--- src/rtl/svc_wdog_pkg.sv ---
package svc_wdog_pkg;

  localparam int KEY_W = 16;
  localparam logic [KEY_W-1:0] KEY_FIRST  = 16'h556C;
  localparam logic [KEY_W-1:0] KEY_SECOND = 16'hAA39;

  // bit 3 prescale, bit 2 action (1 = reset), bit 1 freeze response, bit 0 enable
  typedef struct packed {
    logic pre;
    logic act;
    logic frz;
    logic en;
  } wd_cfg_t;

  localparam wd_cfg_t CFG_RST = '{pre: 1'b0, act: 1'b1, frz: 1'b0, en: 1'b1};

endpackage

--- src/rtl/svc_wdog_prescale.sv ---
module svc_wdog_prescale #(
  parameter int DIV = 2048
) (
  input  logic clk,
  input  logic rst,
  input  logic clr,
  input  logic run,
  input  logic pre_en,
  output logic tick
);

  localparam int DW = (DIV > 1) ? $clog2(DIV) : 1;
  localparam logic [DW-1:0] LAST = DW'(DIV - 1);

  generate
    if (DIV > 1) begin : g_div
      logic [DW-1:0] div_q;

      always_ff @(posedge clk) begin
        if (rst || clr) begin
          div_q <= '0;
        end else if (run && pre_en) begin
          div_q <= (div_q == LAST) ? '0 : div_q + 1'b1;
        end
      end

      assign tick = run && (!pre_en || div_q == LAST);

      // a paused prescaler keeps its phase
      a_r2_div_hold: assert property (@(posedge clk) disable iff (rst)
        (!run && !clr) |=> $stable(div_q));
    end else begin : g_nodiv
      assign tick = run;
    end
  endgenerate

  // no count step while stopped
  a_r4_no_tick_idle: assert property (@(posedge clk) disable iff (rst)
    !run |-> !tick);

endmodule

--- src/rtl/svc_wdog_keyseq.sv ---
module svc_wdog_keyseq
  import svc_wdog_pkg::*;
(
  input  logic             clk,
  input  logic             rst,
  input  logic             we,
  input  logic [KEY_W-1:0] wdata,
  output logic             done
);

  logic armed_q;

  always_ff @(posedge clk) begin
    if (rst) begin
      armed_q <= 1'b0;
    end else if (we) begin
      armed_q <= (wdata == KEY_FIRST);
    end
  end

  assign done = we && armed_q && (wdata == KEY_SECOND);

  // first key arms, anything else disarms
  a_r6_arm: assert property (@(posedge clk) disable iff (rst)
    (we && wdata == KEY_FIRST) |=> armed_q);
  a_r6_disarm: assert property (@(posedge clk) disable iff (rst)
    (we && wdata != KEY_FIRST) |=> !armed_q);

endmodule

--- src/rtl/svc_wdog_counter.sv ---
module svc_wdog_counter #(
  parameter int CNT_W   = 16,
  parameter int TMO_RST = 16'hFFFF
) (
  input  logic             clk,
  input  logic             rst,
  input  logic             en,
  input  logic             act_reset,
  input  logic [CNT_W-1:0] reload_val,
  input  logic             reload_req,
  input  logic             tick,
  output logic [CNT_W-1:0] count,
  output logic             nmi_q,
  output logic             rst_q
);

  localparam logic [CNT_W-1:0] CNT_INIT = CNT_W'(TMO_RST);

  logic expire;
  assign expire = en && !reload_req && tick && (count == '0);

  always_ff @(posedge clk) begin
    if (rst) begin
      count <= CNT_INIT;
      nmi_q <= 1'b0;
      rst_q <= 1'b0;
    end else begin
      nmi_q <= expire && !act_reset;
      if (expire && act_reset) rst_q <= 1'b1;
      if (!en || reload_req || expire) begin
        count <= reload_val;
      end else if (tick) begin
        count <= count - 1'b1;
      end
    end
  end

  // interrupt request is a single-cycle pulse
  a_r7_nmi_pulse: assert property (@(posedge clk) disable iff (rst)
    (nmi_q && count != '0) |=> !nmi_q);
  // reset request is sticky
  a_r7_rst_sticky: assert property (@(posedge clk) disable iff (rst)
    rst_q |=> rst_q);
  // disabled watchdog raises no interrupt
  a_r8_quiet: assert property (@(posedge clk) disable iff (rst)
    !en |=> !nmi_q);
  // a request only follows a zero count
  a_r3_from_zero: assert property (@(posedge clk) disable iff (rst)
    $rose(nmi_q) |-> $past(count) == '0);

endmodule

--- src/rtl/svc_watchdog.sv ---
module svc_watchdog
  import svc_wdog_pkg::*;
#(
  parameter int CNT_W   = 16,
  parameter int TMO_RST = 16'hFFFF,
  parameter int PRE_DIV = 2048
) (
  input  logic             clk,
  input  logic             rst,
  input  logic             freeze_in,
  input  logic             cfg_we,
  input  logic [3:0]       cfg_wdata,
  input  logic [CNT_W-1:0] cfg_tmo,
  input  logic             svc_we,
  input  logic [KEY_W-1:0] svc_wdata,
  output logic             nmi_req,
  output logic             rst_req,
  output logic [CNT_W-1:0] rd_count,
  output logic [3:0]       rd_cfg
);

  wd_cfg_t          cfg_q;
  logic [CNT_W-1:0] tmo_q;
  logic             locked_q;
  logic             svc_done;
  logic             run;
  logic             tick;

  always_ff @(posedge clk) begin
    if (rst) begin
      cfg_q    <= CFG_RST;
      tmo_q    <= CNT_W'(TMO_RST);
      locked_q <= 1'b0;
    end else if (cfg_we && !locked_q) begin
      cfg_q    <= wd_cfg_t'(cfg_wdata);
      tmo_q    <= cfg_tmo;
      locked_q <= 1'b1;
    end
  end

  assign run = cfg_q.en && !(cfg_q.frz && freeze_in);

  svc_wdog_keyseq u_keys (
    .clk   (clk),
    .rst   (rst),
    .we    (svc_we),
    .wdata (svc_wdata),
    .done  (svc_done)
  );

  svc_wdog_prescale #(.DIV(PRE_DIV)) u_pre (
    .clk    (clk),
    .rst    (rst),
    .clr    (!cfg_q.en || svc_done),
    .run    (run),
    .pre_en (cfg_q.pre),
    .tick   (tick)
  );

  svc_wdog_counter #(.CNT_W(CNT_W), .TMO_RST(TMO_RST)) u_cnt (
    .clk        (clk),
    .rst        (rst),
    .en         (cfg_q.en),
    .act_reset  (cfg_q.act),
    .reload_val (tmo_q),
    .reload_req (svc_done),
    .tick       (tick),
    .count      (rd_count),
    .nmi_q      (nmi_req),
    .rst_q      (rst_req)
  );

  assign rd_cfg = cfg_q;

  // configuration is frozen after the first write
  a_r5_cfg_locked: assert property (@(posedge clk) disable iff (rst)
    locked_q |=> ($stable(cfg_q) && $stable(tmo_q)));
  // gated freeze holds the count
  a_r2_freeze_hold: assert property (@(posedge clk) disable iff (rst)
    (cfg_q.en && cfg_q.frz && freeze_in && !svc_done && !cfg_we) |=> $stable(rd_count));
  // completed service leaves the timeout in the counter
  a_r6_reload: assert property (@(posedge clk) disable iff (rst)
    (svc_done && !cfg_we) |=> rd_count == $past(tmo_q));

endmodule

--- config.mk ---
export PLATFORM = sky130hd
export DESIGN_NAME = svc_watchdog
export DESIGN_NICKNAME = d
export VERILOG_FILES = /design/src/rtl/svc_wdog_pkg.sv /design/src/rtl/svc_wdog_prescale.sv /design/src/rtl/svc_wdog_keyseq.sv /design/src/rtl/svc_wdog_counter.sv /design/src/rtl/svc_watchdog.sv
export SDC_FILE = /design/constraint.sdc
export NUM_CORES = 1
export LEC_CHECK = 0
export ABC_AREA = 1
export BUFFER_PORTS_ARGS = -buffer_cell sky130_fd_sc_hd__buf_4
export CAP_MARGIN = 40
export CORE_ASPECT_RATIO = 0.9
export CORE_MARGIN = 4
export CORE_UTILIZATION = 25
export CTS_BUF_LIST = sky130_fd_sc_hd__clkbuf_4 sky130_fd_sc_hd__clkbuf_8
export CTS_CLUSTER_SIZE = 10
export DETAILED_ROUTE_END_ITERATION = 16
export MAX_ROUTING_LAYER = met4
export PLACE_DENSITY = 0.54
export REMOVE_ABC_BUFFERS = 1
export SYNTH_ARGS = -nofsm -noshare
export SYNTH_HDL_FRONTEND = slang
export SYNTH_SLANG_ARGS = --single-unit
--- constraint.sdc ---
create_clock -name clk -period 4.71 [get_ports clk]
set_input_delay 0.942 -clock clk [delete_from_list [all_inputs] [get_ports clk]]
set_output_delay 0.942 -clock clk [all_outputs]
set_load 0.05 [all_outputs]
; ---- Word level (Yosys, flattened, before mapping)
; Index checks and enable logic that the tools add are counted.
[op_classes]
n_addsub = 2
mul = 0
div_mod_pow = 0
order_cmp = 0
eq_ne = 3
n_shift = 0
n_mux = 3
bitwise = 0
n_reduce_logical = 24
[op_table]
columns = operator, count
row1 = two-way mux 16 bit, 2
row2 = equality test 16 x 15 -> 1 bit (second input constant), 1
row3 = equality test 16 bit (second input constant), 1
row4 = logical NOT 16 bit, 1
row5 = subtractor 16 x 1 -> 16 bit (second input constant), 1
row6 = logical AND 1 bit, 12
row7 = adder 11 x 1 -> 11 bit (second input constant), 1
row8 = equality test 11 bit (second input constant), 1
row9 = two-way mux 11 bit, 1
row10 = logical NOT 1 bit, 6
row11 = logical OR 1 bit, 4
row12 = nonzero test 2 bit, 1
[totals]
regBits = 51
latch_bits = 0
mem_bits_rw = 0
romBits = 0
input_bits = 41
out_inout_bits = 22
wordCells = 43
n_memories = 0

; ---- Depth between registers and ports, before layout
; Gate-level depths: netlist (run 1).
[depth]
word_depth = 8
mapped_depth = 13
depth_no_buf = 12

; ---- By module
; From an unflattened synthesis (run 1), not the netlist that was laid out.
[hier_totals]
cells_unflattened = 435
area_unflattened_um2 = 2812.7
[by_module_without_submodules]
columns = mod, n_inst, cells_each, area_each_um2, seq_area_each_um2
row1 = svc_wdog_counter, 1, 214, 1290.0, 360.3
row2 = svc_watchdog, 1, 101, 789.5, 420.4
row3 = svc_wdog_prescale, 1, 90, 584.3, 220.2
row4 = svc_wdog_keyseq, 1, 30, 148.9, 20.0

; ---- Worst setup path before layout (run 1)
; Ideal clock, no wire load.
[synth_path]
path_type = input to register
from = input svc_wdata[12]
to = register u_cnt.count[7]
arrival_ps = 1838
path_slack_ps = 2760
path_stages = 10
n_path_buf = 1
path_cell_list = nor2_1 -> nor2b_1 -> nand3_1 -> nor2_1 -> nor2_4 -> buf_2 -> nand3_1 -> nand2_1 -> inv_1 -> nand2_1
[synth_between]
elab_chain_len = 8
[synth_rtl]
columns = item, line_no
row1 = "start, declared", svc_watchdog.sv:15  ; input logic [KEY_W-1:0] svc_wdata,
row2 = equality test 16 bit *, svc_wdog_keyseq.sv:21  ; assign done = we && armed_q && (wdata == KEY_SECOND);
row3 = logical AND 1 bit *, svc_wdog_keyseq.sv:21
row4 = logical NOT 1 bit, svc_wdog_counter.sv:20  ; assign expire = en && !reload_req && tick && (count == '0);
row5 = logical AND 1 bit (3 in series), svc_wdog_counter.sv:20
row6 = logical OR 1 bit *, svc_wdog_counter.sv:30  ; if (!en || reload_req || expire) begin
row7 = two-way mux 16 bit / nonzero test 2 bit (equally long branches), --
row8 = "end signal, assigned", svc_wdog_counter.sv:31  ; count <= reload_val;
row9 = "end signal, assigned", svc_wdog_counter.sv:33  ; count <= count - 1'b1;
row10 = "end, declared", svc_wdog_counter.sv:12  ; output logic [CNT_W-1:0] count,
; Mark *: on every way between the ends. The rest lies on a longest branch, timed or not.
; A chain may end at the register's enable or synchronous reset.

; ---- Worst setup path after layout (run 1)
[layout_path]
from = input freeze_in
to = register u_cnt.count[1]
[layout_between]
elab_chain_len = 8
[layout_rtl]
columns = item, line_no
row1 = "start, declared", svc_watchdog.sv:10  ; input logic freeze_in,
row2 = logical AND 1 bit *, svc_watchdog.sv:41  ; assign run = cfg_q.en && !(cfg_q.frz && freeze_in);
row3 = logical NOT 1 bit *, svc_watchdog.sv:41
row4 = logical AND 1 bit *, svc_watchdog.sv:41
row5 = logical AND 1 bit *, svc_wdog_prescale.sv:27  ; assign tick = run && (!pre_en || div_q == LAST);
row6 = logical AND 1 bit (2 in series), svc_wdog_counter.sv:20
row7 = logical OR 1 bit, svc_wdog_counter.sv:30
row8 = two-way mux 16 bit / nonzero test 2 bit (equally long branches), --
; Marked as above.

==> flow_summary.yaml, run 1 <==
synth:
  syn_area_sq_mm: 0.00288
  synth_common_cells: "124 x nand2_1, 75 x inv_1, 51 x dfxtp_1, 46 x nor2_1, 30 x nand3_1"
  syn_inst: 442
  async_reset_ff_share_pct: 0
  yosys.cell_count.top_type: "nand2_1"
  yosys.area.top_type: "dfxtp_1"
  ys.flop_type: "dfxtp_1"
  ys_top_cells_by_area: "dfxtp_1 35%, nand2_1 16%, inv_1 9.8%, nor2_1 6.0%, nand3_1 5.2%"
  ys_seq_area_share_pct: 35.5
  synth_edf_count: 0
  synth_warnings: 0
  ys_ff_latch: 51
  ys_types: 36
  avgSynthCellArea_sq_um: 6.51
  synth_top_area_share_pct: 35.5
setup_path:
  cp_common_cell: "nand2_1"
  cp-start-kind: "input pin"
  end_kind: "register"
  max_stage_delay_ps: 470
  path_buf_inv: 2
  cpLargestDelayFamily: "simple AND/OR/NAND/NOR gates"
  crit_start: "freeze_in"
  critical_path.cell_chain: "buf_4, nand2_1, nand2_1, inv_1, nand2_4, nor2_4, nor2_2, o21ai_0, nand2_1, nand2_1"
  crit_fanout: 33
  cp.arrival_ps: 2410
  crit_required_ps: 4920
  timing_worst_setup_path_type: "input pin to register"
  cp_slowest_cell: "nor2_2"
  r2r_start: "u_pre.g_div.div_q[0]"
floorplanning:
  io_pins: 63
  start_util_pct: 26.1
  die_area_sq_mm: 0.0133
  rows: 36
  dieWidth_um: 121
  core_area_sq_mm: 0.0110
  die_y_um: 110
timing:
  slew_headroom_pct: 54.2
  setup_ws_ps: 2520
  hold_viol: 0
  setup_violations: 0
  setup_tns_ps: 0
  worstMarginPinSlew_ps: 686
  slew_viol_final: 0
  min_period_ps: 2190
  skew_ps: 5.62
  max_clock_freq_ghz: 0.456
  rsz0062_at_grt: "no"
  whs_ps: 453
  post-route-period-util_pct: 46.6
final_layout:
  design_area_sq_mm: 0.00354
  fin_nets: 541
  fill_cells: 1208
  drive_gt1_share_pct: 19.1
  diodes: 0
  final_core_util_pct: 32.1
  syn_to_final_growth_pct: 22.9
routing:
  vias: 2805
  drt_first_pass_iters: 4
  drt_iter0_markers: 140
  wl_per_cell_um: 11.2
  routed_wl_mm: 7.30
  drc: 0
  ant_nets: 0
  viasPerCell: 4.32
global_routing:
  antenna_found_initial: 0
  grt_first_pass_wirelength_mm: 12.4
  grt_pass1_vias: 2629
  grt_max_degree: 38
  grt_overflow: 0
  grtUsageTotal_pct: 11.8
placement:
  dp_hpwl_mm: 5.47
  globalplace.congestion: 0.863
  dp_slack_ps: 2160
  place_area_sq_mm: 0.00345
  io_buffers: 62
clock_network:
  cts_made_buffers: 5
  cts_tree: "built"
  cts_resized: 0
  cts_hold_buf: 0
  clockBufferDepth: 2
  clk_latency_ps: 300
  path_clk_slew_ps: 100
  cts_num_sinks: 51
  root_buffer: "clkbuf_8"
  cts_setup_buffers: 0
  htree_levels: 2
job:
  maxCapViolations: 0
power_and_ir_drop:
  clock_power_share_pct: 24.8
  leakagePower_nw: 1.78
  switching_share_pct: 36.3
  internal_power_uw: 672
  ir_drop_uv: 116
  seqPwrFrac_pct: 47.1
  p_sw_uw: 384
  comb_power_share_pct: 28.1
  power.density_mw_per_mm2: 298
run_status:
  status: "finished clean"
worst_hold_path:
  hold_start: "u_pre.g_div.div_q[9]"
  hold_class: "register to register"
worst paths after layout:
kind / cells after the start / slack [ps] / endpoint
min reg2reg: 2 / 450 / u_pre.g_div.div_q[9]
min: 2 / 450 / u_pre.g_div.div_q[9]
max: 10 / 2520 / u_cnt.count[1]
max reg2reg: 11 / 2590 / u_cnt.count[1]
worst register-to-register path: cells and delay by family, from the launching register on:
family	cells	cell delay, ps
adders and majority gates	1	210
DFF	1	330
AOI/OAI and AO/OA	1	210
and+or+nand+nor	9	1280
cell usage in the layout (no fill, tap or decap):
cell / count
xor2_1: 5
o211ai_1: 17
nand2_1: 124
o21bai_1: 1
ha_1: 3
nand4_1: 5
nor2_2: 5
nor2_4: 2
nand2_4: 2
nor2b_1: 1
buf_4: 63
a22oi_1: 1
o21ai_0: 11
clkinvlp_4: 2
nor3_2: 1
a21oi_1: 6
nor2_1: 45
a211oi_1: 1
a21o_1: 2
o21ai_1: 9
clkbuf_8: 5
a31oi_1: 1
xnor2_1: 6
inv_1: 75
nand3_1: 30
nand2_2: 11
nand3b_1: 1
nor3_1: 4
clkinv_2: 1
nand3_2: 1
nor4_1: 3
inv_2: 2
dfxtp_1: 51
nor4b_1: 1
per-stage QoR:
stage | total power, mW | instances
after floorplan | 0.704 | 427
final | 1.06 | 650
after detailed placement | 0.808 | 642
after global placement | 0.802 | 642
after CTS | 1.07 | 650
after global routing | 1.12 | 650
cells by family (layout without fill, tap and decap cells):
family | after synthesis | in the layout | synth area share (%)
DFF | 51 | 51 | 35.5
adders and majority gates | 3 | 3 | 1.30
xor gates and xnor gates | 11 | 11 | 3.35
and+or+nand+nor | 236 | 236 | 36.1
buffers and inverters | 92 | 148 | 13.3
AOI/OAI and AO/OA | 49 | 49 | 10.5
state kept, by name, summed over array words and instances (netlist names):
register and flops:
locked_q 1, rd_cfg 4, tmo_q 16, u_cnt.count 16, u_cnt.nmi_q 1, u_cnt.rst_q 1, u_keys.armed_q 1, u_pre.g_div.div_q 11
layer usage:
metal	up-vias	track usage, %	share of wire [%]
li1	1479	-	-
met1	1270	15.7	50
met2	51	18.7	45
met3	5	2.47	4.6
met4	0	2.67	0.63
met5	-	-	0
final cells by class:
class	instances	area, sq um	area share, %
sequential	51	1020	28.8
multi-input combinational	299	1480	41.7
clock inverter	3	20.0	0.566
tap	152	190	5.37
inverter	77	289	8.17
clock buffer	5	68.8	1.94
timing repair buffer	63	473	13.4
power groups by stage:
stage	registers [mW]	clock network, mW	logic, mW
after floorplan	0.570	0	0.134
after global placement	0.508	0	0.294
after detailed placement	0.509	0	0.300
after CTS	0.499	0.271	0.301
after global routing	0.504	0.286	0.332
final	0.498	0.262	0.297
No activity file was read; power rests on OpenSTA's default activity.
==> run 2: changes to the inputs <==
- PLACE_DENSITY: 0.54 -> 0.55
- clock period: 4.71 -> 2 ns (I/O delays scaled with it)
==> run 2 against run 1 <==
Sequential share of layout area fell by 0.66 points. Worst hold slack got worse by 150 ps. Worst setup slack got worse by 2200 ps.
==> flow_summary.yaml, run 2 (same netlist as run 1, synthesis figures left out) <==
power_and_ir_drop:
  comb_power_share_pct: 26.1
  internal_power_mw: 1.85
  seqPwrFrac_pct: 42.8
  switching_share_pct: 32.5
  clock_power_share_pct: 31.1
  power.density_mw_per_mm2: 756
  ir_drop_uv: 330
  leakagePower_nw: 1.82
  p_sw_uw: 891
routing:
  ant_nets: 0
  viasPerCell: 4.19
  drc: 0
  routed_wl_mm: 7.30
  wl_per_cell_um: 11.2
  drt_iter0_markers: 114
  vias: 2733
  drt_first_pass_iters: 4
clock_network:
  cts_num_sinks: 51
  path_clk_slew_ps: 100
  htree_levels: 2
  cts_made_buffers: 5
  clockBufferDepth: 2
  cts_resized: 0
  cts_hold_buf: 0
  root_buffer: "clkbuf_8"
  cts_tree: "built"
  clk_latency_ps: 310
  cts_setup_buffers: 0
floorplanning:
  rows: 36
  die_area_sq_mm: 0.0133
  core_area_sq_mm: 0.0110
  start_util_pct: 26.1
  dieWidth_um: 121
  io_pins: 63
  die_y_um: 110
timing:
  slew_headroom_pct: 65.4
  slew_viol_final: 0
  max_clock_freq_ghz: 0.577
  skew_ps: 10.3
  whs_ps: 298
  min_period_ps: 1730
  setup_violations: 0
  setup_tns_ps: 0
  post-route-period-util_pct: 86.6
  worstMarginPinSlew_ps: 518
  hold_viol: 0
  rsz0062_at_grt: "no"
final_layout:
  largestRegisters: "tmo_q x16, u_cnt.count x16, u_pre.g_div.div_q x11"
  final_common_cell: "nand2_1"
  diodes: 0
  design_area_sq_mm: 0.00362
  syn_to_final_growth_pct: 25.8
  fin_nets: 544
  final_core_util_pct: 32.8
  stdcell_count: 653
  most-common-layout-cells: "124 x nand2_1, 75 x inv_1, 65 x buf_4"
  drive_gt1_share_pct: 19.6
placement:
  globalplace.congestion: 0.858
  place_inst: 645
  dp_hpwl_mm: 5.61
  place_area_sq_mm: 0.00349
  io_buffers: 62
setup_path:
  crit_required_ps: 2210
  cp-start-kind: "register"
  cp.arrival_ps: 1940
  timing_worst_setup_path_type: "register to register"
  end_kind: "register"
  crit_fanout: 16
global_routing:
  grt_pass1_vias: 2707
  grt_overflow: 0
  grtUsageTotal_pct: 12.0
  antenna_found_initial: 0
  grt_max_degree: 37
  grt_first_pass_wirelength_mm: 12.6
job:
  maxCapViolations: 0
run_status:
  status: "finished clean"
worst_hold_path:
  hold_class: "input pin to register"
## run 2: stage by stage
step | total power [mW] | setup WS [ps]
after CTS | 2.78 | 248
after floorplan | 1.66 | -138
after global placement | 1.91 | 276
final | 2.74 | 267
after detailed placement | 1.92 | 208
after global routing | 2.90 | 8.07
## run 2: cell type report
type / count / area, sq um
repair buffers: 66 / 508
flip-flops and latches: 51 / 1020
clock buffers: 5 / 68.8
fillers: 1223 / 7410
well taps: 152 / 190
inverters: 77 / 289
clock inverters: 3 / 67.6
multi-input cells: 299 / 1480
## run 2: final timing paths
check | startpoint | end | slack, ps | depth (start not counted)
setup reg to reg | u_pre.g_div.div_q[1] | u_cnt.count[5] | 270 | 12
setup / recovery | u_pre.g_div.div_q[1] | u_cnt.count[5] | 270 | 12
hold / removal | cfg_tmo[2] | tmo_q[2] | 300 | 3
hold reg to reg | u_pre.g_div.div_q[9] | u_pre.g_div.div_q[9] | 450 | 2
## run 2: critical path: stages, from the launching register on
cell and delay (ps):
dfxtp_1 370, ha_1 180, nand2_1 80, nor2_1 150, nand3_2 120, nand2_2 90
nand2_4 60, nor2_4 110, inv_2 60, nand2_4 210, nand2_1 80, nand2_1 80
nand2_1 40
## run 2: power by group through the flow
stage | logic, mW | clock network, mW | registers (mW)
detailed placement | 0.720 | 0 | 1.20
global placement | 0.712 | 0 | 1.20
finish | 0.714 | 0.853 | 1.17
floorplan | 0.316 | 0 | 1.34
global route | 0.798 | 0.919 | 1.19
CTS | 0.724 | 0.879 | 1.17
## run 2: layer usage
layer  global-route usage [%]  wire length [um]  share of wire, %
met5                        -                 0                 0
met4                     3.16                81               1.1
met3                     2.52               262               3.6
met2                     20.0              3340                46
met1                     14.9              3610                49
